$ cat config.mk
export PLATFORM = sky130hd
export DESIGN_NAME = tc_timer_wdt
export DESIGN_NICKNAME = d
export VERILOG_FILES = /design/src/rtl/tc_pkg.sv /design/src/rtl/tc_clk_front.sv /design/src/rtl/tc_prescaler.sv /design/src/rtl/tc_timer8.sv /design/src/rtl/tc_watchdog.sv /design/src/rtl/tc_timer_wdt.sv
export SDC_FILE = /design/constraint.sdc
export NUM_CORES = 1
export LEC_CHECK = 0
export ABC_AREA = 1
export ABC_CLOCK_PERIOD_IN_PS = 3100
export CORE_ASPECT_RATIO = 0.75
export CORE_MARGIN = 4
export CORE_UTILIZATION = 56
export CTS_CLUSTER_SIZE = 25
export DETAILED_ROUTE_END_ITERATION = 6
export PLACE_DENSITY_LB_ADDON = 0.08
export SYNTH_ARGS = -nofsm -noshare
export SYNTH_HDL_FRONTEND = slang
export SYNTH_SLANG_ARGS = --single-unit
$ cat constraint.sdc
create_clock -name clk -period 3.1 [get_ports clk]
set_input_delay 0.62 -clock clk [delete_from_list [all_inputs] [get_ports clk]]
set_output_delay 0.62 -clock clk [all_outputs]
set_load 0.1 [all_outputs]
$ cat src/rtl/tc_pkg.sv
// Shared configuration layout for the timer/watchdog block.
// Assumes the configuration word is held stable by its owner between uses.
package tc_pkg;
    localparam int CFG_W   = 7;
    localparam int RSEL_W  = 3;

    typedef struct packed {
        logic              irq_en;   // gate for the interrupt output
        logic              fall;     // external edge polarity
        logic              ext_src;  // count external edges
        logic              ps_wdt;   // prescaler owned by watchdog
        logic [RSEL_W-1:0] ratio;    // power-of-two ratio code
    } tc_cfg_t;
endpackage

$ cat src/rtl/tc_clk_front.sv
// Instruction-cycle generator and external edge detector.
// Produces a one-clock strobe per instruction cycle and a counting event
// that is either that strobe or a synchronized edge of the external pin.
// Assumes the pin holds each level across at least two instruction cycles.
module tc_clk_front #(
    parameter int INSN_DIV = 4
) (
    input  logic clk,
    input  logic rst_n,
    input  logic ext_pin_i,
    input  logic ext_sel_i,
    input  logic fall_sel_i,
    output logic icyc_o,
    output logic src_evt_o
);
    localparam int PH_W = (INSN_DIV > 1) ? $clog2(INSN_DIV) : 1;
    localparam logic [PH_W-1:0] PH_LAST = PH_W'(INSN_DIV - 1);

    logic [PH_W-1:0] phase_q;
    logic            samp_a_q;
    logic            samp_b_q;
    logic            edge_seen;

    // Free-running oscillator phase within the instruction cycle.
    always_ff @(posedge clk) begin
        if (!rst_n)               phase_q <= '0;
        else if (phase_q == PH_LAST) phase_q <= '0;
        else                      phase_q <= phase_q + 1'b1;
    end

    assign icyc_o = (phase_q == PH_LAST);

    // Two-stage sampling of the external pin at instruction boundaries.
    always_ff @(posedge clk) begin
        if (!rst_n) begin
            samp_a_q <= 1'b0;
            samp_b_q <= 1'b0;
        end else if (icyc_o) begin
            samp_b_q <= samp_a_q;
            samp_a_q <= ext_pin_i;
        end
    end

    // Edge of the selected polarity between the two samples.
    always_comb begin
        edge_seen = fall_sel_i ? (~samp_a_q & samp_b_q) : (samp_a_q & ~samp_b_q);
        src_evt_o = icyc_o & (ext_sel_i ? edge_seen : 1'b1);
    end

    a_r2_icyc_single: assert property (@(posedge clk) disable iff (!rst_n)
        icyc_o |=> !icyc_o);
    a_r4_evt_on_icyc: assert property (@(posedge clk) disable iff (!rst_n)
        src_evt_o |-> icyc_o);
endmodule

$ cat src/rtl/tc_prescaler.sv
// Shared power-of-two prescaler. The owner input picks whether it divides
// counting events (ratio 2^(k+1)) or watchdog ticks (ratio 2^k); the other
// path passes straight through at 1:1.
// Assumes clear and the owned event may coincide; clear wins.
module tc_prescaler #(
    parameter int RSEL_W = 3
) (
    input  logic              clk,
    input  logic              rst_n,
    input  logic              tmr_evt_i,
    input  logic              wdt_tick_i,
    input  logic              own_wdt_i,
    input  logic [RSEL_W-1:0] ratio_i,
    input  logic              clr_i,
    output logic              tmr_step_o,
    output logic              wdt_step_o
);
    localparam int PS_W = 1 << RSEL_W;

    logic [PS_W-1:0] ps_q;
    logic [PS_W-1:0] tmr_mask;
    logic [PS_W-1:0] wdt_mask;
    logic            tmr_hit;
    logic            wdt_hit;
    logic            adv;

    // Terminal-count masks for both ratio tables.
    always_comb begin
        for (int i = 0; i < PS_W; i++) begin
            tmr_mask[i] = (i <= int'(ratio_i));
            wdt_mask[i] = (i <  int'(ratio_i));
        end
        tmr_hit = ((ps_q & tmr_mask) == tmr_mask);
        wdt_hit = ((ps_q & wdt_mask) == wdt_mask);
        adv     = own_wdt_i ? wdt_tick_i : tmr_evt_i;
        tmr_step_o = own_wdt_i ? tmr_evt_i : (tmr_evt_i & tmr_hit);
        wdt_step_o = own_wdt_i ? (wdt_tick_i & wdt_hit) : wdt_tick_i;
    end

    // Prescaler count: restart on clear, else advance on the owned event.
    always_ff @(posedge clk) begin
        if (!rst_n)   ps_q <= '0;
        else if (clr_i) ps_q <= '0;
        else if (adv)   ps_q <= ps_q + 1'b1;
    end

    a_r3_step_needs_evt: assert property (@(posedge clk) disable iff (!rst_n)
        tmr_step_o |-> tmr_evt_i);
    a_r9_wstep_needs_tick: assert property (@(posedge clk) disable iff (!rst_n)
        wdt_step_o |-> wdt_tick_i);
endmodule

$ cat src/rtl/tc_timer8.sv
// Loadable up-counter with wrap flag and post-load hold-off.
// A load sets a hold that blocks the next HOLD_CYC instruction boundaries.
// Assumes step_i is already gated by ready_o in the parent.
module tc_timer8 #(
    parameter int CNT_W    = 8,
    parameter int HOLD_CYC = 2
) (
    input  logic             clk,
    input  logic             rst_n,
    input  logic             icyc_i,
    input  logic             step_i,
    input  logic             we_i,
    input  logic [CNT_W-1:0] wdata_i,
    input  logic             flag_clr_i,
    output logic [CNT_W-1:0] cnt_o,
    output logic             flag_o,
    output logic             ready_o
);
    localparam int HOLD_W = $clog2(HOLD_CYC + 1);

    logic [CNT_W-1:0]  cnt_q;
    logic [HOLD_W-1:0] hold_q;
    logic              flag_q;
    logic              wrap;

    assign wrap    = step_i & ~we_i & (cnt_q == {CNT_W{1'b1}});
    assign ready_o = (hold_q == '0);
    assign cnt_o   = cnt_q;
    assign flag_o  = flag_q;

    // Count register: a load wins over an increment.
    always_ff @(posedge clk) begin
        if (!rst_n)      cnt_q <= '0;
        else if (we_i)   cnt_q <= wdata_i;
        else if (step_i) cnt_q <= cnt_q + 1'b1;
    end

    // Hold-off after a load, consumed one instruction boundary at a time.
    always_ff @(posedge clk) begin
        if (!rst_n)                       hold_q <= '0;
        else if (we_i)                    hold_q <= HOLD_W'(HOLD_CYC);
        else if (icyc_i && hold_q != '0)  hold_q <= hold_q - 1'b1;
    end

    // Sticky wrap flag: setting wins over clearing.
    always_ff @(posedge clk) begin
        if (!rst_n)          flag_q <= 1'b0;
        else if (wrap)       flag_q <= 1'b1;
        else if (flag_clr_i) flag_q <= 1'b0;
    end

    a_r6_wrap_sets_flag: assert property (@(posedge clk) disable iff (!rst_n)
        wrap |=> flag_q);
    a_r5_hold_blocks: assert property (@(posedge clk) disable iff (!rst_n)
        (hold_q != '0) |-> !step_i);
    a_r5_load_value: assert property (@(posedge clk) disable iff (!rst_n)
        we_i |=> (cnt_q == $past(wdata_i)));
endmodule

$ cat src/rtl/tc_watchdog.sv
// Watchdog counter: counts prescaled ticks and pulses a reset request for
// one cycle when BASE steps pass without a clear, then starts over.
// Assumes step_i is a single-cycle pulse.
module tc_watchdog #(
    parameter int BASE = 18
) (
    input  logic clk,
    input  logic rst_n,
    input  logic step_i,
    input  logic clr_i,
    output logic rst_req_o
);
    localparam int WC_W = (BASE > 1) ? $clog2(BASE) : 1;
    localparam logic [WC_W-1:0] WC_LAST = WC_W'(BASE - 1);

    logic [WC_W-1:0] wcnt_q;
    logic            req_q;

    // Timeout count and registered reset request.
    always_ff @(posedge clk) begin
        if (!rst_n) begin
            wcnt_q <= '0;
            req_q  <= 1'b0;
        end else if (clr_i) begin
            wcnt_q <= '0;
            req_q  <= 1'b0;
        end else if (step_i) begin
            if (wcnt_q == WC_LAST) begin
                wcnt_q <= '0;
                req_q  <= 1'b1;
            end else begin
                wcnt_q <= wcnt_q + 1'b1;
                req_q  <= 1'b0;
            end
        end else begin
            req_q <= 1'b0;
        end
    end

    assign rst_req_o = req_q;

    a_r10_clear_quiets: assert property (@(posedge clk) disable iff (!rst_n)
        clr_i |=> !rst_req_o);
    a_r8_single_pulse: assert property (@(posedge clk) disable iff (!rst_n)
        rst_req_o |=> !rst_req_o);
endmodule

$ cat src/rtl/tc_timer_wdt.sv
// Top: 8-bit timer/counter and watchdog sharing one prescaler.
// Assumes all strobes and the watchdog tick are clk-synchronous pulses.
module tc_timer_wdt #(
    parameter int CNT_W    = 8,
    parameter int INSN_DIV = 4,
    parameter int WDT_BASE = 18
) (
    input  logic                   clk,
    input  logic                   rst_n,
    input  logic [tc_pkg::CFG_W-1:0] cfg_i,
    input  logic                   cnt_we_i,
    input  logic [CNT_W-1:0]       cnt_wdata_i,
    output logic [CNT_W-1:0]       cnt_q_o,
    input  logic                   ext_pin_i,
    input  logic                   wdt_tick_i,
    input  logic                   wdt_clr_i,
    input  logic                   flag_clr_i,
    output logic                   flag_o,
    output logic                   irq_o,
    output logic                   wdt_rst_o
);
    import tc_pkg::*;

    tc_cfg_t cfg;
    logic    icyc;
    logic    src_evt;
    logic    ready;
    logic    tmr_evt;
    logic    tmr_step;
    logic    wdt_step;
    logic    ps_clr;

    assign cfg     = tc_cfg_t'(cfg_i);
    assign tmr_evt = src_evt & ready;
    assign ps_clr  = cnt_we_i | (wdt_clr_i & cfg.ps_wdt);
    assign irq_o   = flag_o & cfg.irq_en;

    tc_clk_front #(.INSN_DIV(INSN_DIV)) front_i (
        .clk        (clk),
        .rst_n      (rst_n),
        .ext_pin_i  (ext_pin_i),
        .ext_sel_i  (cfg.ext_src),
        .fall_sel_i (cfg.fall),
        .icyc_o     (icyc),
        .src_evt_o  (src_evt)
    );

    tc_prescaler #(.RSEL_W(RSEL_W)) ps_i (
        .clk        (clk),
        .rst_n      (rst_n),
        .tmr_evt_i  (tmr_evt),
        .wdt_tick_i (wdt_tick_i),
        .own_wdt_i  (cfg.ps_wdt),
        .ratio_i    (cfg.ratio),
        .clr_i      (ps_clr),
        .tmr_step_o (tmr_step),
        .wdt_step_o (wdt_step)
    );

    tc_timer8 #(.CNT_W(CNT_W), .HOLD_CYC(2)) tmr_i (
        .clk        (clk),
        .rst_n      (rst_n),
        .icyc_i     (icyc),
        .step_i     (tmr_step),
        .we_i       (cnt_we_i),
        .wdata_i    (cnt_wdata_i),
        .flag_clr_i (flag_clr_i),
        .cnt_o      (cnt_q_o),
        .flag_o     (flag_o),
        .ready_o    (ready)
    );

    tc_watchdog #(.BASE(WDT_BASE)) wdt_i (
        .clk       (clk),
        .rst_n     (rst_n),
        .step_i    (wdt_step),
        .clr_i     (wdt_clr_i),
        .rst_req_o (wdt_rst_o)
    );

    a_r7_irq_needs_flag: assert property (@(posedge clk) disable iff (!rst_n)
        irq_o |-> flag_o);
    a_r1_quiet_after_reset: assert property (@(posedge clk)
        !rst_n |=> (cnt_q_o == '0 && !flag_o && !wdt_rst_o));
endmodule

==> key figures, run 1 <==
Global routing
  • GRT Overall Usage: 0.204
  • Antenna violations before repair: 0
  • Total gr overflow: 0
  • Largest net degree at the start of global routing: 15
  • Vias in the first global route: approximately 1,600
  • First-pass GRT wire length: 6640 um

Die
  • Core region area: 2960 sq um
  • Ports: 33
  • Die Y: 56.3 um
  • Chip width: 72.4 um
  • Initial core utilization: 0.589
  • Rows: 17
  • Die area: 4080 sq um

Worst setup path
  • Kind of end point of the critical path: output port
  • WS Path Type: in -> out
  • WP data arrival: 1.44 ns
  • Max incr delay on CP: 0.45 ns
  • CP delay by family, top: buffers and inverters
  • Worst Path Max Fanout: 1
  • Slowest library cell on the worst path: clkdlybuf4s50_1
  • WP buf/inv: 3
  • Crit-path cells: clkdlybuf4s50_1, nand2_1, inv_1, buf_4
  • Critical Path Source: cfg_i[6]
  • Type of origin of the critical path: input pin
  • Reg2reg path depth: 10
  • Req. time, crit path: 2.48 ns
  • Reg-to-Reg Start: tmr_i.hold_q[0]
  • FF-to-FF setup slack: 1.59 ns
  • Critical R2R Capture: tmr_i.cnt_o[1]

Cells and area
  • Most frequent cells in the layout: 60 x nand2_1, 29 x dfxtp_1, 28 x inv_1
  • Antenna Cells: 0
  • Area of the multi-input gates: 1020 sq um
  • Fill cells: around 270
  • Final Instance Area: 2160 sq um
  • NumNets Final: 324
  • FF/Latch Area: 581 sq um
  • Layout Cells excl Fill: 334
  • Commonest non-fill, non-tap cell in the layout: nand2_1
  • Layout cell share with drive strength beyond 1: 0.135
  • Area delta synth->final: 23.9%

Timing
  • Final setup fails: 0
  • Final period util: 0.666
  • Worst hold slack: approximately 0.43 ns
  • Slew @ Worst Pin: approximately 0.47 ns
  • Relative slew slack: 0.685
  • Final Skew: between 0.006 and 0.007 ns
  • Fin. Hold Viols: 0
  • Setup total negative slack: 0 ns
  • RSZ-0062 raised after global routing: no
  • Fmax: around 480 MHz
  • Final min period: around 2.1 ns
  • Fin. max-slew vios: 0

Detailed routing
  • DRC viols: 0
  • Per-cell routed wire length: 11.5 um
  • Post-DRT Antenna Nets: 0
  • Vias per cell: 5.07
  • Drt total wl: 3850 um
  • Starting DRT DRC Count: 97
  • TritonRoute pass-1 iters: 4
  • Vias after detailed routing: 1,694

Synth
  • Yosys warns: 0
  • Syn_nets: 288
  • Mapped Area: between 1500 and 2000 sq um
  • Post-synthesis sequential area ratio: 0.333
  • Instance count of the mapped netlist: 260
  • Synth Area per Inst: 6.70 sq um
  • Count of cell types in the netlist: 29
  • Post-synthesis register bit count: 29

Placement
  • Post-Place Cell Area: a little over 2000 sq um
  • Post-Place Cells: 327
  • DP HPWL: 2870 um
  • Port Buf Inserts: 32
  • RePlAce Congestion: 0.863

Hold path
  • HP Class: reg -> reg
  • Hold_sp: front_i.phase_q[0]
  • WHS Path Cells: 1
  • Hold EP: front_i.phase_q[0]

CTS
  • Cts bufs inserted: 5
  • Clk Latency, worst-skew pair: 0.28 ns
  • Root Buffer: clkbuf_8
  • CTS H-tree lvls: 2
  • CTS tree: done
  • Clock sink count: 29
  • Longest Clk Path Bufs: 2
  • Setup bufs post-CTS: 0
  • Clk pin slew, worst setup/hold paths: 0.05 ns
  • Post-CTS sizing: 0
  • Hold buffer count at CTS: 0

Power
  • Tot Pwr: 891 uW
  • Cell area power density: 413 nW/um^2
  • Leakage: 0.917 nW
  • VDD IR max: 0.000327 V

Status
  • Status: finished clean

Job
  • Max-Cap Viols: 0
==> per-layer routing <==
metal	GRT usage	vias up	share of wire
li1	-	908	-
met1	0.270	745	0.50
met2	0.315	34	0.44
met3	0.0555	7	0.049
met4	0.0737	0	0.014
met5	0	-	0
==> how the worst max path moves through the flow <==
stage                           endpoint  slack (ns)  cells past startpoint
final                              irq_o        1.04                      4
after global routing               irq_o         1.0                      4
after CTS                          irq_o        1.03                      4
after detailed placement  tmr_i.cnt_o[1]        0.89                     12
after global placement    tmr_i.cnt_o[1]        0.92                     12
after floorplan                    irq_o        0.81                      2
==> flip-flops by register name (all words and copies together) (netlist names) <==
name / cells
front_i.phase_q: 2
front_i.samp_a_q: 1
front_i.samp_b_q: 1
ps_i.ps_q: 8
tmr_i.cnt_o: 8
tmr_i.flag_o: 1
tmr_i.hold_q: 2
wdt_i.rst_req_o: 1
wdt_i.wcnt_q: 5
==> final cells by class <==
cell class,instances,area share
sequential,29,0.269
tap,38,0.0220
inverter,33,0.0574
timing repair buffer,33,0.139
clock buffer,7,0.0400
multi-input combinational,194,0.472
==> power breakdown <==
part | total [mW] | leakage (nW) | internal (mW) | switching (mW)
clock network | 0.312 | 0.0443 | 0.176 | 0.136
registers | 0.401 | 0.236 | 0.387 | 0.0135
logic | 0.178 | 0.636 | 0.0637 | 0.114
==> metrics by stage <==
step | worst slack [ns] | utilization
final | 1.04 | 0.730
after global routing | 0.996 | 0.730
after CTS | 1.03 | 0.730
after detailed placement | 0.890 | 0.700
after global placement | 0.922 | 0.700
after floorplan | 0.809 | -
==> logic make-up after synthesis <==
group	count (synthesis)	share of synthesized area
AND/OR/NAND/NOR	135	0.351
AO/OA/AOI/OAI	42	0.135
buffers and inverters	37	0.0819
flip-flops	29	0.333
XOR/XNOR	10	0.0503
adder cells (fa/ha/maj)	6	0.0431
multiplexers	1	0.00575
==> worst reg2reg max path, stage by stage, from the launching register on <==
cell     delay [ns]
dfxtp_1        0.30
inv_1          0.05
ha_1           0.20
nand2_1        0.06
inv_1          0.03
o21ai_1        0.13
inv_1          0.14
nand2_4        0.17
nand2_8        0.10
nor2_1         0.14
nor2_2         0.05
==> synth_stat cells <==
master    instances  area, sq um
nor3_1            5         25.0
o21ai_1           9         45.0
nand2_4           1         11.3
a21oi_1          17         85.1
a22oi_1           1         7.51
nor2_1           25         93.8
nand3_1          27          135
inv_1            28          105
nor2_2            1         6.26
o21ai_0           8         40.0
dfxtp_1          29          581
nand4_1           2         12.5
or2_1             2         12.5
ha_1              6         75.1
buf_1             1         3.75
inv_2             5         18.8
xor2_1            6         52.6
and3_1            1         6.26
clkbuf_1          2         7.51
nand2_8           1         20.0
nand2_1          60          225
mux2i_1           1         10.0
nor4_1            1         6.26
buf_4             1         7.51
a21o_1            1         7.51
nand2_2           9         56.3
a31oi_1           1         6.26
a21oi_2           5         43.8
xnor2_1           4         35.0
No activity file was read; power rests on OpenSTA's default activity.
==> run 2: changes to the inputs <==
--- a/config.mk
+++ b/config.mk
@@ -6,10 +6,10 @@
 export NUM_CORES = 1
 export LEC_CHECK = 0
 export ABC_AREA = 1
-export ABC_CLOCK_PERIOD_IN_PS = 3100
+export ABC_CLOCK_PERIOD_IN_PS = 2000
 export CORE_ASPECT_RATIO = 0.75
 export CORE_MARGIN = 4
-export CORE_UTILIZATION = 56
+export CORE_UTILIZATION = 52
 export CTS_CLUSTER_SIZE = 25
 export DETAILED_ROUTE_END_ITERATION = 6
 export PLACE_DENSITY_LB_ADDON = 0.08
==> constraint.sdc (replaced) <==
create_clock -name clk -period 2 [get_ports clk]
set_input_delay 0.4 -clock clk [delete_from_list [all_inputs] [get_ports clk]]
set_output_delay 0.4 -clock clk [all_outputs]
set_load 0.1 [all_outputs]
==> run 2 against run 1 <==
Clock skew down 0.0039 ns. Final cell count is 1.8% higher. Clock power rose by 69%. Die area rose by 6.7%. Critical endpoint is now tmr_i.cnt_o[1].
==> key figures, run 2 (same netlist as run 1, synthesis figures left out) <==
Power
  • Cell area power density: 640 nW/um^2 (+55%)
  • Leakage: 0.961 nW (+4.8%)
  • VDD IR max: 0.000491 V (+50%)

Global routing
  • GRT Overall Usage: 0.194 (-0.00962)
  • M3 GR Usage: 0.0520 (-0.00346)
  • Antenna violations before repair: 0 (unchanged)
  • Busiest grt layer: met2
  • Total gr overflow: 0 (unchanged)
  • Vias in the first global route: 1,535 (-1.4%)
  • Largest net degree at the start of global routing: 15 (unchanged)
  • First-pass GRT wire length: 6510 um (-2.0%)
  • Grt met1 use: 0.265 (-0.00562)
  • GRT met2 Usage: 0.292 (-0.0236)

Timing
  • Worst hold slack: 0.444 ns (+0.0168 ns)
  • Relative slew slack: 0.684 (-0.00134)
  • Final Skew: 0.00249 ns (-0.00394 ns)
  • Fin. Hold Viols: 0 (unchanged)
  • Setup total negative slack: 0 ns (unchanged)
  • Slew @ Worst Pin: 0.471 ns (+0.000322 ns)
  • Fmax: just over 600 MHz
  • Setup ws final: 0.352 ns (-0.684 ns)
  • Final period util: 0.824
  • RSZ-0062 raised after global routing: no
  • Final setup fails: 0 (unchanged)
  • Final min period: 1.65 ns
  • Fin. max-slew vios: 0 (unchanged)

Worst setup path
  • Req. time, crit path: 2.17 ns (-0.31 ns)
  • Type of origin of the critical path: input pin
  • WP data arrival: 1.82 ns (+0.38 ns)
  • Kind of end point of the critical path: register
  • Worst Path Max Fanout: 8 (+7)
  • WS Path Type: in -> reg

Status
  • Status: finished clean

Cells and area
  • Commonest non-fill, non-tap cell in the layout: nand2_1
  • FF/Latch Area: 584 sq um (+0.65%)
  • Fill cells: 270 (-0.74%)
  • Antenna Cells: 0 (unchanged)
  • Layout Cells excl Fill: 340 (+1.8%)
  • Layout cell share with drive strength beyond 1: 0.166 (+0.0304)
  • Area delta synth->final: 29.2%
  • Most frequent cells in the layout: 60 x nand2_1, 28 x inv_1, 27 x nand3_1
  • Final Instance Area: 2250 sq um (+4.4%)
  • NumNets Final: 329 (+1.5%)
  • Area of the multi-input gates: 1020 sq um (unchanged)

CTS
  • Clk Latency, worst-skew pair: 0.28 ns (about the same)
  • Post-CTS sizing: 0 (unchanged)
  • Root Buffer: clkbuf_8
  • Setup bufs post-CTS: 0 (unchanged)
  • Longest Clk Path Bufs: 2 (unchanged)
  • CTS tree: done
  • Hold buffer count at CTS: 0 (unchanged)
  • Clk pin slew, worst setup/hold paths: 0.06 ns (about the same)
  • Clock sink count: 29 (unchanged)
  • CTS H-tree lvls: 2 (unchanged)
  • Cts bufs inserted: 5 (unchanged)

Die
  • Rows: 17 (unchanged)
  • Core region area: 3060 sq um (+3.6%)
  • Initial core utilization: 0.569 (-0.0205)
  • Die area: 4350 sq um (+6.7%)
  • Ports: 33 (unchanged)
  • Die Y: 58.1 um (+3.2%)
  • Chip width: 74.8 um (+3.4%)

Placement
  • Post-Place Cells: 332 (+1.5%)
  • Port Buf Inserts: 32 (unchanged)
  • Setup slack at placement: 0.0768 ns (-0.813 ns)
  • Post-Place Cell Area: 2150 sq um (+3.8%)
  • RePlAce Congestion: 0.889 (+3.1%)
  • DP HPWL: 3040 um (+6.0%)

Hold path
  • HP Class: reg -> reg

Detailed routing
  • Post-DRT Antenna Nets: 0 (unchanged)
  • DRC viols: 0 (unchanged)
  • Vias per cell: 5.05 (-0.43%)
  • Per-cell routed wire length: 11.5 um (-0.49%)
  • Vias after detailed routing: 1,717 (+1.4%)
  • TritonRoute pass-1 iters: 4 (unchanged)
  • Drt total wl: 3900 um (+1.3%)
  • Starting DRT DRC Count: 71 (-27%)

Job
  • Max-Cap Viols: 0 (unchanged)
-- run 2: worst max-delay path, cell delays in order --
cell             delay [ns]
clkdlybuf4s50_1        0.58
inv_2                  0.08
nand2_1                0.09
nand2_1                0.05
nand2_1                0.06
inv_1                  0.04
nand2_1                0.06
nand2_2                0.07
nand2_4                0.13
nand2_8                0.09
nor2_1                 0.12
nor2_2                 0.05
-- run 2: final timing paths --
check | from | end | slack, ns | cells after the start
max reg2reg | front_i.phase_q[0] | ps_i.ps_q[1] | 0.49 | 9
min | front_i.phase_q[0] | front_i.phase_q[0] | 0.44 | 1
max | cfg_i[2] | tmr_i.cnt_o[1] | 0.35 | 12
min reg2reg | front_i.phase_q[0] | front_i.phase_q[0] | 0.44 | 1
-- run 2: routing by layer --
layer	wire, um	part of all wire
met1	1880	0.48
met2	1720	0.44
met3	248	0.064
met4	52	0.013
met5	0	0
-- run 2: per-stage QoR --
stage	total power, mW	util
2_1_floorplan	0.821	-
3_3_place_gp	0.920	0.702
3_5_place_dp	0.924	0.702
4_1_cts	1.46	0.735
5_1_grt	1.51	0.735
6_report	1.44	0.735
-- run 2: final cells by class --
cell class              count  area share
well taps                  38      0.0211
clock buffers               7      0.0428
multi-input cells         194       0.452
flip-flops and latches     29       0.260
inverters                  33      0.0550
clock inverters             1     0.00222
repair buffers             38       0.167
-- run 2: power by group --
group	total [mW]	switching, mW	internal [mW]
clock network	0.527	0.216	0.310
logic	0.289	0.179	0.111
registers	0.624	0.0226	0.601
